## src/rtl/dsq_pkg.sv

```systemverilog
package dsq_pkg;
  typedef enum logic [2:0] {
    ST_IDLE,
    ST_PRE,
    ST_DMA_REQ,
    ST_DMA_WAIT,
    ST_POST,
    ST_DB,
    ST_FIN
  } seq_state_t;

  localparam int unsigned SEM_W       = 32;
  localparam int unsigned SEM_EN_BIT  = 31;
  localparam int unsigned SEM_PRE_BIT = 22;

  localparam int unsigned CMD_BULK_BIT = 3;
  localparam int unsigned CMD_RSP_BIT  = 4;
  localparam int unsigned CMD_IRQ_BIT  = 7;
  localparam int unsigned DB_EN_BIT    = 7;

  localparam logic [1:0] XFER_NONE = 2'd0;
  localparam logic [1:0] XFER_BAD  = 2'd3;

  localparam logic [1:0] DBLEN_32  = 2'd0;
  localparam logic [1:0] DBLEN_16  = 2'd1;
  localparam logic [1:0] DBLEN_8   = 2'd2;

  localparam logic [15:0] CC_OK        = 16'd0;
  localparam logic [15:0] CC_BAD_XFER  = 16'd1;
  localparam logic [15:0] CC_MULTI_PRE = 16'd2;
  localparam logic [15:0] CC_DB_LEN    = 16'd3;
  localparam logic [15:0] CC_DB_ALIGN  = 16'd4;
  localparam logic [15:0] CC_DMA_FAIL  = 16'd5;
endpackage

```

## src/rtl/dsq_decode.sv

```systemverilog
module dsq_decode
  import dsq_pkg::*;
#(
  parameter int unsigned N_SEM = 4
) (
  input  logic [7:0]             cmd,
  input  logic [7:0]             db_attr,
  input  logic [1:0]             db_addr_lo,
  input  logic [N_SEM*SEM_W-1:0] sem_words,
  output logic [15:0]            err_code,
  output logic [N_SEM-1:0]       pre_mask,
  output logic [N_SEM-1:0]       post_mask
);
  localparam int unsigned CW = $clog2(N_SEM + 1);

  for (genvar g = 0; g < N_SEM; g++) begin : g_word
    logic en, pre;
    assign en           = sem_words[g*SEM_W + SEM_EN_BIT];
    assign pre          = sem_words[g*SEM_W + SEM_PRE_BIT];
    assign pre_mask[g]  = en & pre;
    assign post_mask[g] = en & ~pre;
  end

  logic [CW-1:0] pre_cnt;
  always_comb begin
    pre_cnt = '0;
    for (int i = 0; i < N_SEM; i++) pre_cnt = pre_cnt + CW'(pre_mask[i]);
  end

  logic db_en, db_misaligned;
  assign db_en = db_attr[DB_EN_BIT];
  assign db_misaligned = ((db_attr[1:0] == DBLEN_32) && (db_addr_lo != 2'b00)) ||
                         ((db_attr[1:0] == DBLEN_16) && db_addr_lo[0]);

  always_comb begin
    if (cmd[1:0] == XFER_BAD)                    err_code = CC_BAD_XFER;
    else if (pre_cnt > CW'(1))                   err_code = CC_MULTI_PRE;
    else if (db_en && (db_attr[1:0] == 2'd3))    err_code = CC_DB_LEN;
    else if (db_en && db_misaligned)             err_code = CC_DB_ALIGN;
    else                                         err_code = CC_OK;
  end

  logic unused_bits;
  assign unused_bits = ^{sem_words, cmd[7:2], db_attr[6:2]};
endmodule

```

## src/rtl/dsq_pick.sv

```systemverilog
module dsq_pick #(
  parameter int unsigned N  = 4,
  parameter int unsigned IW = (N > 1) ? $clog2(N) : 1
) (
  input  logic [N-1:0]  req,
  output logic [IW-1:0] idx,
  output logic          any
);
  always_comb begin
    idx = '0;
    for (int i = N - 1; i >= 0; i--) begin
      if (req[i]) idx = IW'(i);
    end
  end
  assign any = |req;
endmodule

```

## src/rtl/dsq_db_fmt.sv

```systemverilog
module dsq_db_fmt
  import dsq_pkg::*;
#(
  parameter int unsigned DB_W = 32
) (
  input  logic [1:0]      len_code,
  input  logic [DB_W-1:0] data_in,
  output logic [DB_W-1:0] data_out
);
  localparam logic [DB_W-1:0] MASK16 = {{(DB_W-16){1'b0}}, {16{1'b1}}};
  localparam logic [DB_W-1:0] MASK8  = {{(DB_W-8){1'b0}}, {8{1'b1}}};

  logic [DB_W-1:0] mask;
  always_comb begin
    case (len_code)
      DBLEN_16: mask = MASK16;
      DBLEN_8:  mask = MASK8;
      default:  mask = '1;
    endcase
  end
  assign data_out = data_in & mask;
endmodule

```

## src/rtl/desc_sequencer.sv

```systemverilog
module desc_sequencer
  import dsq_pkg::*;
#(
  parameter int unsigned N_SEM = 4,
  parameter int unsigned AW    = 64,
  parameter int unsigned LW    = 32,
  parameter int unsigned IDW   = 16,
  parameter int unsigned DB_W  = 32
) (
  input  logic                   clk,
  input  logic                   rst_n,
  input  logic                   desc_valid,
  output logic                   desc_ready,
  input  logic [IDW-1:0]         desc_id,
  input  logic [7:0]             desc_seq,
  input  logic [7:0]             desc_cmd,
  input  logic [AW-1:0]          desc_src,
  input  logic [AW-1:0]          desc_dst,
  input  logic [LW-1:0]          desc_len,
  input  logic [AW-1:0]          desc_db_addr,
  input  logic [7:0]             desc_db_attr,
  input  logic [DB_W-1:0]        desc_db_data,
  input  logic [N_SEM*32-1:0]    desc_sem,
  output logic                   sem_valid,
  input  logic                   sem_ready,
  output logic [31:0]            sem_cmd,
  output logic                   dma_valid,
  input  logic                   dma_ready,
  output logic [1:0]             dma_dir,
  output logic                   dma_bulk,
  output logic [7:0]             dma_seq,
  output logic [AW-1:0]          dma_src,
  output logic [AW-1:0]          dma_dst,
  output logic [LW-1:0]          dma_len,
  input  logic                   dma_done,
  input  logic                   dma_fail,
  output logic                   db_valid,
  input  logic                   db_ready,
  output logic [AW-1:0]          db_addr,
  output logic [1:0]             db_size,
  output logic [DB_W-1:0]        db_data,
  output logic                   rsp_valid,
  input  logic                   rsp_ready,
  output logic [IDW-1:0]         rsp_id,
  output logic [15:0]            rsp_code,
  output logic                   irq_force
);
  localparam int unsigned IW = (N_SEM > 1) ? $clog2(N_SEM) : 1;

  seq_state_t           st;
  logic [IDW-1:0]       r_id;
  logic [7:0]           r_seq, r_cmd, r_attr;
  logic [AW-1:0]        r_src, r_dst, r_db_addr;
  logic [LW-1:0]        r_len;
  logic [DB_W-1:0]      r_db_data;
  logic [N_SEM*32-1:0]  r_sem;
  logic [15:0]          r_code;
  logic [N_SEM-1:0]     r_post;
  logic [IW-1:0]        r_pre_idx;
  logic                 r_has_pre;

  logic [15:0]      dec_err;
  logic [N_SEM-1:0] dec_pre, dec_post;
  logic [IW-1:0]    dec_pre_idx, post_idx;
  logic             dec_has_pre, post_any;

  dsq_decode #(.N_SEM(N_SEM)) u_dec (
    .cmd(desc_cmd), .db_attr(desc_db_attr), .db_addr_lo(desc_db_addr[1:0]),
    .sem_words(desc_sem), .err_code(dec_err),
    .pre_mask(dec_pre), .post_mask(dec_post)
  );

  dsq_pick #(.N(N_SEM), .IW(IW)) u_pick_pre (
    .req(dec_pre), .idx(dec_pre_idx), .any(dec_has_pre)
  );

  dsq_pick #(.N(N_SEM), .IW(IW)) u_pick_post (
    .req(r_post), .idx(post_idx), .any(post_any)
  );

  dsq_db_fmt #(.DB_W(DB_W)) u_db (
    .len_code(r_attr[1:0]), .data_in(r_db_data), .data_out(db_data)
  );

  logic take, xfer_on, db_on, rsp_on, fin_leave;
  assign take      = desc_valid && desc_ready;
  assign xfer_on   = (r_cmd[1:0] != XFER_NONE);
  assign db_on     = r_attr[DB_EN_BIT];
  assign rsp_on    = r_cmd[CMD_RSP_BIT];
  assign fin_leave = (st == ST_FIN) && (!rsp_on || rsp_ready);

  assign desc_ready = (st == ST_IDLE);
  assign sem_valid  = ((st == ST_PRE) && r_has_pre) || ((st == ST_POST) && post_any);
  assign sem_cmd    = (st == ST_PRE) ? r_sem[r_pre_idx*32 +: 32] : r_sem[post_idx*32 +: 32];
  assign dma_valid  = (st == ST_DMA_REQ) && xfer_on;
  assign dma_dir    = r_cmd[1:0];
  assign dma_bulk   = r_cmd[CMD_BULK_BIT];
  assign dma_seq    = r_seq;
  assign dma_src    = r_src;
  assign dma_dst    = r_dst;
  assign dma_len    = r_len;
  assign db_valid   = (st == ST_DB) && db_on;
  assign db_addr    = r_db_addr;
  assign db_size    = r_attr[1:0];
  assign rsp_valid  = (st == ST_FIN) && rsp_on;
  assign rsp_id     = r_id;
  assign rsp_code   = r_code;
  assign irq_force  = fin_leave && r_cmd[CMD_IRQ_BIT];

  always_ff @(posedge clk or negedge rst_n) begin
    if (!rst_n) begin
      st        <= ST_IDLE;
      r_id      <= '0;
      r_seq     <= '0;
      r_cmd     <= '0;
      r_attr    <= '0;
      r_src     <= '0;
      r_dst     <= '0;
      r_db_addr <= '0;
      r_len     <= '0;
      r_db_data <= '0;
      r_sem     <= '0;
      r_code    <= CC_OK;
      r_post    <= '0;
      r_pre_idx <= '0;
      r_has_pre <= 1'b0;
    end else begin
      case (st)
        ST_IDLE: if (take) begin
          r_id      <= desc_id;
          r_seq     <= desc_seq;
          r_cmd     <= desc_cmd;
          r_attr    <= desc_db_attr;
          r_src     <= desc_src;
          r_dst     <= desc_dst;
          r_db_addr <= desc_db_addr;
          r_len     <= desc_len;
          r_db_data <= desc_db_data;
          r_sem     <= desc_sem;
          r_code    <= dec_err;
          r_post    <= dec_post;
          r_pre_idx <= dec_pre_idx;
          r_has_pre <= dec_has_pre;
          st        <= (dec_err != CC_OK) ? ST_FIN : ST_PRE;
        end
        ST_PRE: if (!r_has_pre || sem_ready) st <= ST_DMA_REQ;
        ST_DMA_REQ: begin
          if (!xfer_on)       st <= ST_POST;
          else if (dma_ready) st <= ST_DMA_WAIT;
        end
        ST_DMA_WAIT: if (dma_done) begin
          if (dma_fail) begin
            r_code <= CC_DMA_FAIL;
            st     <= ST_FIN;
          end else begin
            st     <= ST_POST;
          end
        end
        ST_POST: begin
          if (!post_any) st <= ST_DB;
          else if (sem_ready) r_post[post_idx] <= 1'b0;
        end
        ST_DB: if (!db_on || db_ready) st <= ST_FIN;
        ST_FIN: if (fin_leave) st <= ST_IDLE;
        default: st <= ST_IDLE;
      endcase
    end
  end

  logic unused_cmd;
  assign unused_cmd = ^{r_cmd[6:5], r_cmd[2], r_attr[6:2]};

  AST_ONE_REQ: assert property (@(posedge clk) disable iff (!rst_n)
    $onehot0({sem_valid, dma_valid, db_valid, rsp_valid}));
  AST_IDLE_QUIET: assert property (@(posedge clk) disable iff (!rst_n)
    desc_ready |-> !(sem_valid || dma_valid || db_valid || rsp_valid));
  AST_DMA_HOLD: assert property (@(posedge clk) disable iff (!rst_n)
    dma_valid && !dma_ready |=> dma_valid && $stable({dma_dir, dma_src, dma_dst, dma_len}));
  AST_RSP_HOLD: assert property (@(posedge clk) disable iff (!rst_n)
    rsp_valid && !rsp_ready |=> rsp_valid && $stable({rsp_id, rsp_code}));
  AST_SEM_HOLD: assert property (@(posedge clk) disable iff (!rst_n)
    sem_valid && !sem_ready |=> sem_valid && $stable(sem_cmd));
  AST_DIR_LEGAL: assert property (@(posedge clk) disable iff (!rst_n)
    dma_valid |-> (dma_dir == 2'd1 || dma_dir == 2'd2));
  AST_DB_ALIGNED: assert property (@(posedge clk) disable iff (!rst_n)
    db_valid |-> (db_size != 2'd3) &&
                 !(db_size == DBLEN_32 && db_addr[1:0] != 2'b00) &&
                 !(db_size == DBLEN_16 && db_addr[0]));
  AST_DB_ENABLED: assert property (@(posedge clk) disable iff (!rst_n)
    db_valid |-> db_on);
endmodule

```

## config.mk

```make
export PLATFORM = sky130hd
export DESIGN_NAME = desc_sequencer
export DESIGN_NICKNAME = d
export VERILOG_FILES = /design/src/rtl/dsq_pkg.sv /design/src/rtl/dsq_decode.sv /design/src/rtl/dsq_pick.sv /design/src/rtl/dsq_db_fmt.sv /design/src/rtl/desc_sequencer.sv
export SDC_FILE = /design/constraint.sdc
export NUM_CORES = 1
export LEC_CHECK = 0
export BUFFER_PORTS_ARGS = -buffer_cell sky130_fd_sc_hd__clkbuf_2
export CAP_MARGIN = 20
export CORE_AREA = 2 2 299 301
export DETAILED_ROUTE_END_ITERATION = 8
export DIE_AREA = 0 0 301 303
export PLACE_DENSITY = 0.48
export SLEW_MARGIN = 20
export SYNTH_ARGS = -nofsm -noshare
export SYNTH_HDL_FRONTEND = slang
export SYNTH_SLANG_ARGS = --single-unit
```

## constraint.sdc

```tcl
create_clock -name clk -period 3.33 [get_ports clk]
set_input_delay 0.1665 -clock clk [delete_from_list [all_inputs] [get_ports clk]]
set_output_delay 0.1665 -clock clk [all_outputs]
set_load 0.03 [all_outputs]
```

==> impl_results.md, run 1 <==
* CP Data Required Time at roughly 3.2 ns
* Final setup fails at 0
* Routability cong. at 0.809
* CP Capture Type: output pin
* Number of placement rows at 109
* Fmax at 0.315 GHz
* DRT Wirelength at between 60000 and 70000 um
* GR Overflow Total at 0
* Worst-path clk slew at about 0.06 ns
* Buf/Inv on CP at 2
* Crit path time final at roughly 3.2 ns
* Initial antenna violation count at 13
* Mapped Cells at roughly 2000
* Max-slew violations at 0
* Top FF cell, synth: dfrtp_1
* Worst min-delay path category: in -> reg
* Worst Setup Start Kind: flip-flop
* Post-synthesis cell area at 0.0178 mm2
* DPL Wire Length at ~50000 um
* Sink Count at between 400 and 500
* Critical Path Stages at 7
* CP top delay family: buffers and inverters
* Mean post-synth cell area at ~9 um2
* IO Count at about 770
* Worst slew margin at between 40% and 50%
* Port buffer count at between 700 and 800
* Routed WL per cell at between 15 and 20 um
* Clock Tree Buf Depth at 3
* Max rail drop VDD at roughly 500 uV
* Max incr delay on CP at about 0.54 ns
* First-pass GRT wire length at between 100000 and 150000 um
* Clock latency on the worst-skew pair at approximately 0.58 ns
* EDFF count, synth at 0
* Worst Setup EP: sem_cmd[29]
* R2R depth at 10
* Final setup TNS at 0 ns
* Pleak at around 16 nW
* Buffer count from post-CTS setup fixing at 0
* Die span in y at roughly 300 um
* Vias/cell at 3.91
* DRC Markers at 0
* Power Dens Cells at 957 mW/mm2
* Ys Warns at 0
* Yosys cell types at between 40 and 50
* Layout cell share with drive strength beyond 1 at approximately 28%
* Total CTS buffers at 50
* Reg-to-reg startpoint: st[0]
* Slowest stage cell on the critical path: buf_4
* Footprint of the multi-input gates at about 0.0065 mm2
* Sequential share of the synthesized area at between 60% and 70%
* Crit path max fanout at 27
* Starting density of the core at between 20% and 30%
* Die W at between 300 and 400 um
* CP startpoint: st[1]
* Initial drt markers at around 960
* Yosys reg bits at 429
* Clock Tree Root: clkbuf_16
* Area delta synth->final at 62.4%
* ANT nets after route at 0
* Critical R2R Capture: r_post[0]
* Status: finished clean
* Drt pass-1 iters at 5
* Largest net degree at the start of global routing at 94
* Arrival @ worst endpoint at about 3 ns
* CP Cell Sequence: nand2b_1 -> nor2_1 -> nor4_1 -> a21oi_4 -> buf_4 -> mux2i_1 -> clkbuf_2
* Crit path kind: reg -> out
* Register area at 0.0107 mm2
* CTS tree: yes
* Reg-to-reg slack, setup at between 0.5 and 0.6 ns
* Total track usage at 14.4%
* Vias at about 17000
* Fillcell total at approximately 9000
* Max-cap violations at 0
* Vias in the first global route at approximately 18000
* Setup Skew at 0.0102 ns
* Final hold slack at approximately 0.050 ns
* H-tree depth at 2
* Final Cycle Share at 95.4%
* Asr flop ratio synth at 100%
* Die area at 0.0912 mm2
* Slew @ Worst Pin at ~0.77 ns
* RSZ-0062 raised after global routing: false
* Final #Nets at around 3600
* Core footprint at ~0.09 mm2
* Final hold violations at 0
[worst register-to-register path: stages, from the launching register on]
cell           delay [ns]
dfrtp_1              0.38
buf_4                0.18
nor2_1               0.13
nand2_1              0.10
inv_1                0.20
and2_4               0.49
buf_12               0.28
buf_4                0.22
nand3b_1             0.09
nand2_1              0.07
dlygate4sd3_1        0.55
[sequential cells by signal, summed over array words and instances (netlist names)]
name and cells:
dma_dst 64, rsp_code 3, r_cmd 5, st 3, r_post 4, db_addr 64, r_attr 3, dma_src 64
r_db_data 32, r_sem 128, rsp_id 16, dma_seq 8, dma_len 32, r_has_pre 1, r_pre_idx 2
[synthesized netlist by cell type, types with 2 or more instances]
cell / count / area [um2]
nand2_1: 1257 / 4720
dfrtp_1: 429 / 10700
mux2i_1: 96 / 961
clkbuf_1: 63 / 236
buf_2: 34 / 170
buf_4: 34 / 255
and2_1: 20 / 125
nor2b_1: 13 / 81.3
inv_1: 9 / 33.8
nor2_1: 9 / 33.8
o21ai_0: 9 / 45.0
nand3b_1: 5 / 37.5
a21oi_1: 4 / 20.0
a31oi_1: 4 / 25.0
ha_1: 4 / 50.1
mux2_1: 3 / 33.8
nand3_1: 3 / 15.0
o41ai_1: 3 / 26.3
nor4_1: 2 / 12.5
[stage by stage]
step / area [um2] / utilization [%] / std cells / setup WS, ns / total power [W]
3_3_place_gp: 23100 / 26.2 / 3883 / 0.624 / 0.0218
6_report: 28900 / 32.9 / 4395 / 0.154 / 0.0277
4_1_cts: 28900 / 32.9 / 4392 / 0.129 / 0.0280
3_5_place_dp: 23100 / 26.2 / 3883 / 0.644 / 0.0219
5_1_grt: 28900 / 32.9 / 4394 / 0.00222 / 0.0295
2_1_floorplan: 17900 / - / 2038 / 0.984 / 0.0174
[worst min-delay path by stage]
| stage | endpoint | start | depth (start not counted) | slack, ns |
|---|---|---|---|---|
| floorplan | db_addr[0] | rst_n | 0 | -0.13 |
| global placement | dma_dst[2] | rst_n | 1 | 0.21 |
| detailed placement | dma_dst[2] | rst_n | 1 | 0.21 |
| CTS | st[2] | dma_ready | 5 | 0.004 |
| global route | st[2] | dma_ready | 5 | 0.10 |
| finish | st[2] | dma_ready | 5 | 0.05 |
[power breakdown]
group / switching, W / total [W] / internal (W)
sequential: 0.00137 / 0.00897 / 0.00759
combinational: 0.00907 / 0.0132 / 0.00413
clock: 0.00227 / 0.00552 / 0.00325
total: 0.0127 / 0.0277 / 0.0150
[cells by family (layout without fill, tap and decap cells)]
group / count (synthesis) / count (layout) / synth area share, %
AND/OR/NAND/NOR: 1319 / 1319 / 28.6
buffers and inverters: 141 / 1330 / 3.93
multiplexers: 100 / 100 / 5.65
AO/OA/AOI/OAI: 32 / 32 / 1.21
adder cells (fa/ha/maj): 4 / 4 / 0.281
flip-flops: 429 / 429 / 60.3
other: 1 / 16 / 0.0211
[per-layer routing]
layer	global-route usage [%]	wire length [um]	vias up
li1	-	-	8523
met1	17.5	28500	7991
met2	25.1	33600	556
met3	3.83	4840	101
met4	4.12	1820	10
met5	0	61	-
[layout make-up]
cell class / instances / area share, %
Timing Repair Buffer: 1231 / 29.7
Inverter: 9 / 0.117
Sequential cell: 429 / 37.1
Clock inverter: 13 / 0.458
Multi-Input combinational cell: 1468 / 22.3
Antenna cell: 3 / 0.0260
Clock buffer: 77 / 5.20
Tap cell: 1165 / 5.04
[repair_timing]
action,in CTS,in global routing
hold buffers,419,0
endpoints found under the hold margin,483,0
endpoints found under the setup margin,0,0
gates resized for setup,0,0
[placed cells by master, fill, tap and decap left out, types with 13 or more instances in the layout]
cell,netlist,routed
clkbuf_16,0,51
clkbuf_2,0,749
and2_1,20,19
nand2_1,1257,1256
dfrtp_1,429,429
dlygate4sd3_1,0,419
buf_12,0,14
buf_4,34,48
clkbuf_8,0,13
nor2b_1,13,13
mux2i_1,96,96
conb_1,1,13
clkbuf_1,63,13
Power figures use the tool's default switching activity.
==> run 2: changes to the inputs <==
--- a/config.mk
+++ b/config.mk
@@ -10,6 +10,7 @@
 export CORE_AREA = 2 2 299 301
 export DETAILED_ROUTE_END_ITERATION = 8
 export DIE_AREA = 0 0 301 303
+export MAX_ROUTING_LAYER = met4
 export PLACE_DENSITY = 0.48
 export SLEW_MARGIN = 20
 export SYNTH_ARGS = -nofsm -noshare
==> run 2 against run 1 <==
Die area unchanged. Largest power group unchanged. Wire length up 0.11%. First-iteration DRC count up 0.63%.
==> impl_results.md, run 2 (synthesis gave the netlist of run 1 again) <==
* CP Cell Sequence: nand2b_1 -> nor2_1 -> nor4_1 -> a21oi_4 -> buf_4 -> mux2i_1 -> clkbuf_2
* CTS resizes at 0 (unchanged)
* Final setup TNS at 0 ns (unchanged)
* Register name with the most flops: r_sem
* Initial drt markers at 965 (+0.63%)
* Psw at 0.0127 W (about the same)
* Max-cap violations at 0 (unchanged)
* Arrival @ worst endpoint at 3.01 ns (about the same)
* Layout cell share with drive strength beyond 1 at 27.8% (unchanged)
* Total CTS buffers at 50 (unchanged)
* GR Overflow Total at 0 (unchanged)
* Internal at 0.0150 W (about the same)
* Power Dens Cells at 957 mW/mm2 (about the same)
* Final hold slack at 0.0436 ns (-0.00652 ns)
* Total track usage at 14.9% (+0.44 points)
* Final setup fails at 0 (unchanged)
* CTS tree: yes
* Die span in y at 303 um (unchanged)
* Crit path max fanout at 27 (unchanged)
* Fmax at 0.315 GHz (about the same)
* Setup Skew at 0.0111 ns (+0.000903 ns)
* Placed cells at 3883 (unchanged)
* Largest register FFs at 128 (unchanged)
* Final hold violations at 0 (unchanged)
* Slew @ Worst Pin at 0.748 ns (-0.0193 ns)
* Worst hold stages at 5 (unchanged)
* Buffer count from post-CTS setup fixing at 0 (unchanged)
* Final #Nets at 3626 (unchanged)
* Critical R2R Capture: r_post[0]
* R2R depth at 10 (unchanged)
* DRT Wirelength at 68900 um (+0.11%)
* Number of placement rows at 109 (unchanged)
* Die W at 301 um (unchanged)
* Seq pwr share at 32.4% (about the same)
* Worst min-delay path category: in -> reg
* Crit path time final at 3.17 ns (-0.00138 ns)
* Sw frac at 45.9% (about the same)
* Drt pass-1 iters at 7 (+2)
* Pleak at 16.2 nW (about the same)
* Clock Tree Buf Depth at 3 (unchanged)
* Most frequent cells in the layout: 1256 x nand2_1, 749 x clkbuf_2, 429 x dfrtp_1
* CP startpoint: st[1]
* Core footprint at 0.0880 mm2 (unchanged)
* Reg-to-reg startpoint: st[0]
* Largest net degree at the start of global routing at 94 (unchanged)
* Vias in the first global route at 17617 (+0.39%)
* Initial antenna violation count at 13 (unchanged)
* Sink Count at 429 (unchanged)
* Design Area, Final at 0.0289 mm2 (about the same)
* First-pass GRT wire length at 102000 um (-0.19%)
* Commonest non-fill, non-tap cell in the layout: nand2_1
* IO Count at 772 (unchanged)
* Worst-path clk slew at 0.06 ns (about the same)
* Clk pwr share at 19.9% (about the same)
* Reg-to-reg slack, setup at 0.57 ns (about the same)
* Comb power frac at 47.7% (about the same)
* Max-slew violations at 0 (unchanged)
* Max rail drop VDD at 501 uV (+0.11%)
* Routability cong. at 0.821 (+1.5%)
* CP Capture Type: output pin
* DPL Wire Length at 50300 um (unchanged)
* Area after DPL at 0.0231 mm2 (unchanged)
* Vias at 17183 (+0.012%)
* H-tree depth at 2 (unchanged)
* Slowest stage cell on the critical path: buf_4
* Final Non-Filler Cells at 4399 (+0.091%)
* Final Cycle Share at 95.3% (about the same)
* CP Data Required Time at 3.16 ns (about the same)
* Vias/cell at 3.91 (about the same)
* Port buffer count at 750 (unchanged)
* Clock latency on the worst-skew pair at 0.58 ns (about the same)
* Area delta synth->final at 62.5% (about the same)
* Die area at 0.0912 mm2 (unchanged)
* Clock Tree Root: clkbuf_16
* RSZ-0062 raised after global routing: false
* DRC Markers at 0 (unchanged)
* Crit path kind: reg -> out
* Max incr delay on CP at 0.54 ns (about the same)
* WHS Endpoint: st[2]
* Status: finished clean
* Worst Setup Start Kind: flip-flop
* Starting density of the core at 20.2% (unchanged)
* Worst slew margin at 50.1% (+1.3 points)
* HP Start: dma_ready
* Routed WL per cell at 15.7 um (about the same)
* ANT nets after route at 0 (unchanged)
run 2: worst max path at each step:
stage | end | slack, ns | cells after the start
2_1_floorplan | st[1] | 0.98 | 9
6_report | sem_cmd[29] | 0.16 | 7
3_3_place_gp | st[1] | 0.62 | 10
5_1_grt | sem_cmd[19] | 0.002 | 7
4_1_cts | sem_cmd[23] | 0.13 | 7
3_5_place_dp | st[1] | 0.64 | 10
run 2: final cells by class:
class	count	area (um2)
antenna	7	17.5
clock buffer	77	1500
clock inverter	13	133
fill	9178	59000
inverter	9	33.8
multi-input combinational	1468	6460
sequential	429	10700
tap	1165	1460
timing repair buffer	1231	8600
run 2: power groups by stage:
stage	sequential [W]	clock (W)	combinational, W
finish	0.00897	0.00552	0.0132
global route	0.00925	0.00590	0.0144
CTS	0.00896	0.00571	0.0134
detailed placement	0.00899	0	0.0129
global placement	0.00899	0	0.0128
floorplan	0.0115	0	0.00591
run 2: what timing repair did:
action / CTS / global route
hold buffers: 419 / 0
hold endpoints to repair: 483 / 0
setup endpoints to repair: 0 / 0
run 2: worst max-delay path, delay by kind of cell, from the launching register on:
kind | cells | cell delay (ns)
AO/OA/AOI/OAI | 1 | 0.30
buffers and inverters | 2 | 0.81
flip-flops | 1 | 0.37
multiplexers | 1 | 0.30
AND/OR/NAND/NOR | 3 | 0.59
run 2: layer usage:
metal	vias to the layer above	global-route usage, %	part of all wire, %
met4	0	4.15	2.6
met5	-	-	0
met2	565	25.1	49
met1	7999	17.7	42
met3	91	3.44	6.6
li1	8528	-	-
run 2: per-stage QoR:
| step | utilization [%] | total power, W | setup slack [ns] |
|---|---|---|---|
| after floorplan | - | 0.0174 | 0.984 |
| after global placement | 26.2 | 0.0218 | 0.624 |
| after detailed placement | 26.2 | 0.0219 | 0.644 |
| after CTS | 32.9 | 0.0280 | 0.129 |
| after global routing | 32.9 | 0.0295 | 0.00221 |
| final | 32.9 | 0.0277 | 0.156 |
==> run 3: changes to the inputs <==
--- a/config.mk
+++ b/config.mk
@@ -6,12 +6,11 @@
 export NUM_CORES = 1
 export LEC_CHECK = 0
 export BUFFER_PORTS_ARGS = -buffer_cell sky130_fd_sc_hd__clkbuf_2
-export CAP_MARGIN = 20
+export CAP_MARGIN = 5
 export CORE_AREA = 2 2 299 301
 export DETAILED_ROUTE_END_ITERATION = 8
 export DIE_AREA = 0 0 301 303
 export MAX_ROUTING_LAYER = met4
-export PLACE_DENSITY = 0.48
 export SLEW_MARGIN = 20
 export SYNTH_ARGS = -nofsm -noshare
 export SYNTH_HDL_FRONTEND = slang
==> run 3 against run 2 <==
Non-clock buffer count fell by 23. Design area is 0.19% lower. Register-to-register slack better by 0.49 ns. Clock-buffer cell count shrank 1. Sequential share of layout area grew 0.077 points. Combinational power is essentially flat. Die area stayed put. Power grew 0.96%. Critical path type unchanged. Critical endpoint is now sem_cmd[9].
==> impl_results.md, run 3 (synthesis gave the netlist of run 1 again) <==
* Final Cycle Share at 94.1% (-1.2 points)
* Die W at 301 um (unchanged)
* Final setup TNS at 0 ns (unchanged)
* Pleak at 16.1 nW (-0.49%)
* Largest net degree at the start of global routing at 94 (unchanged)
* Placed cells at 3857 (-0.67%)
* IO Count at 772 (unchanged)
* CP Capture Type: output pin
* Vias in the first global route at 18201 (+3.3%)
* Met3 wire length at 4880 um (+8.0%)
* Worst-path clk slew at 0.06 ns (about the same)
* GR Overflow Total at 0 (unchanged)
* RSZ-0062 raised after global routing: false
* Worst Setup Start Kind: flip-flop
* Starting density of the core at 20.2% (unchanged)
* Most frequent cells in the layout: 1256 x nand2_1, 749 x clkbuf_2, 428 x dfrtp_1
* Clock Tree Buf Depth at 3 (unchanged)
* CTS tree: yes
* Routability cong. at 0.868 (+5.7%)
* Total track usage at 15.9% (+0.99 points)
* Final Non-Filler Cells at 4382 (-0.39%)
* Vias at 17692 (+3.0%)
* Routed WL per cell at 16.7 um (+6.5%)
* Final hold violations at 0 (unchanged)
* Port buffer count at 750 (unchanged)
* Metal2 WL at 36200 um (+7.7%)
* CP startpoint: st[1]
* Initial antenna violation count at 12 (-1)
* DRT Wirelength at 73100 um (+6.1%)
* Arrival @ worst endpoint at 2.97 ns (-0.04 ns)
* Final setup fails at 0 (unchanged)
* Met1 wire length at 28600 um (-1.4%)
* DRC Markers at 0 (unchanged)
* Worst slew margin at 49.3% (-0.86 points)
* Worst Setup EP: sem_cmd[9]
* Max rail drop VDD at 630 uV (+26%)
* Register name with the most flops: r_sem
* Status: finished clean
* Die span in y at 303 um (unchanged)
* Clock latency on the worst-skew pair at 0.60 ns (+0.02 ns)
* Crit path max fanout at 32 (+19%)
* Die area at 0.0912 mm2 (unchanged)
* Register area at 0.0107 mm2 (about the same)
* Layout cell share with drive strength beyond 1 at 27.4% (-0.35 points)
* Reg-to-reg slack, setup at 1.06 ns (+0.49 ns)
* Commonest non-fill, non-tap cell in the layout: nand2_1
* Number of placement rows at 109 (unchanged)
* Setup Skew at 0.0227 ns (+0.0116 ns)
* Initial drt markers at 1372 (+42%)
* Power Dens Cells at 968 mW/mm2 (+1.2%)
* Area delta synth->final at 62.2%
* Max-slew violations at 0 (unchanged)
* Total CTS buffers at 51 (+2.0%)
* Vias/cell at 4.04 (+3.4%)
* Largest register FFs at 128 (unchanged)
* Drt pass-1 iters at 6 (-1)
* Reg-to-reg startpoint: st[1]
* Final #Nets at 3604 (-0.61%)
* Core footprint at 0.0880 mm2 (unchanged)
* CP Data Required Time at 3.16 ns (about the same)
* Fillcell total at 8897 (-3.1%)
* Clock Tree Root: clkbuf_16
* Fmax at 0.319 GHz (+1.3%)
* R2R depth at 7 (-3)
* Sink Count at 429 (unchanged)
* First-pass GRT wire length at 108000 um (+5.7%)
* Footprint of the multi-input gates at 0.00647 mm2 (+0.17%)
* ANT nets after route at 0 (unchanged)
* Worst min-delay path category: in -> reg
* Crit path time final at 3.13 ns (-0.0396 ns)
* H-tree depth at 2 (unchanged)
* DPL Wire Length at 52100 um (+3.5%)
* Crit path kind: reg -> out
* Slew @ Worst Pin at 0.761 ns (+0.0129 ns)
* Max-cap violations at 0 (unchanged)
* Uppermost routed layer: met4
* Critical R2R Capture: r_post[0]
-- run 3: cell types whose count changed in the layout (fill, tap and decap cells not counted), sizes merged --
cell         before  now
dlygate4sd3     419  420
clkinv            9   10
clkinvlp          1    3
diode             7   11
buf              63   39
inv              10   11
clkbuf          826  825
bufinv            2    1
-- run 3: report_power, final --
group,switching [W],total (W),internal [W]
registers,0.00149,0.00909,0.00760
clock network,0.00230,0.00553,0.00323
logic,0.00922,0.0133,0.00412
-- run 3: area by class of cell --
cell class,instances,share of cell area [%]
Antenna cell,11,0.0953
Clock buffer,76,5.27
Clock inverter,16,0.455
Inverter,9,0.117
Multi-Input combinational cell,1468,22.4
Sequential cell,429,37.2
Tap cell,1165,5.05
Timing Repair Buffer,1208,29.4
-- run 3: worst min-delay path by stage --
stage               startpoint          to  slack [ns]  cells after the start
finish               sem_ready   r_post[2]        0.07                      4
global route          dma_fail       st[1]        0.06                      4
CTS                  sem_ready   r_post[1]        0.01                      4
detailed placement       rst_n  dma_dst[3]        0.25                      1
global placement         rst_n  dma_dst[3]        0.25                      1
floorplan                rst_n  db_addr[0]       -0.13                      0
-- run 3: timing repair --
item	4_1_cts	5_1_grt
hold buffers	420	0
endpoints found under the hold margin	495	0
endpoints found under the setup margin	7	3
resized for setup	1	3
setup buffers	2	0
gates cloned	0	0
-- run 3: metal layers --
layer  vias to the layer above  track usage [%]
li1                       8505                -
met1                      8316             17.7
met2                       708             26.8
met3                       163             3.80
met4                         0             7.38
met5                         -                -
-- run 3: worst max-delay path, cell delays in order, from the launching register on --
cell and delay [ns]:
dfrtp_1 0.52, nand2b_1 0.30, nor2_4 0.10, nor4_1 0.44, a21oi_4 0.07, buf_12 0.20, mux2i_2 0.40, clkbuf_2 0.28
-- run 3: per-stage QoR --
| step | total power, W | util (%) | hold WS, ns | worst slack [ns] | instance area (um2) |
|---|---|---|---|---|---|
| final | 0.0280 | 32.8 | 0.0673 | 0.195 | 28900 |
| after global routing | 0.0297 | 32.8 | 0.0552 | 0.0371 | 28900 |
| after CTS | 0.0282 | 32.8 | 0.0129 | 0.0683 | 28800 |
| after detailed placement | 0.0220 | 26.1 | 0.251 | 0.582 | 23000 |
| after global placement | 0.0218 | 26.1 | 0.249 | 0.638 | 23000 |
| after floorplan | 0.0174 | - | -0.129 | 0.984 | 17900 |
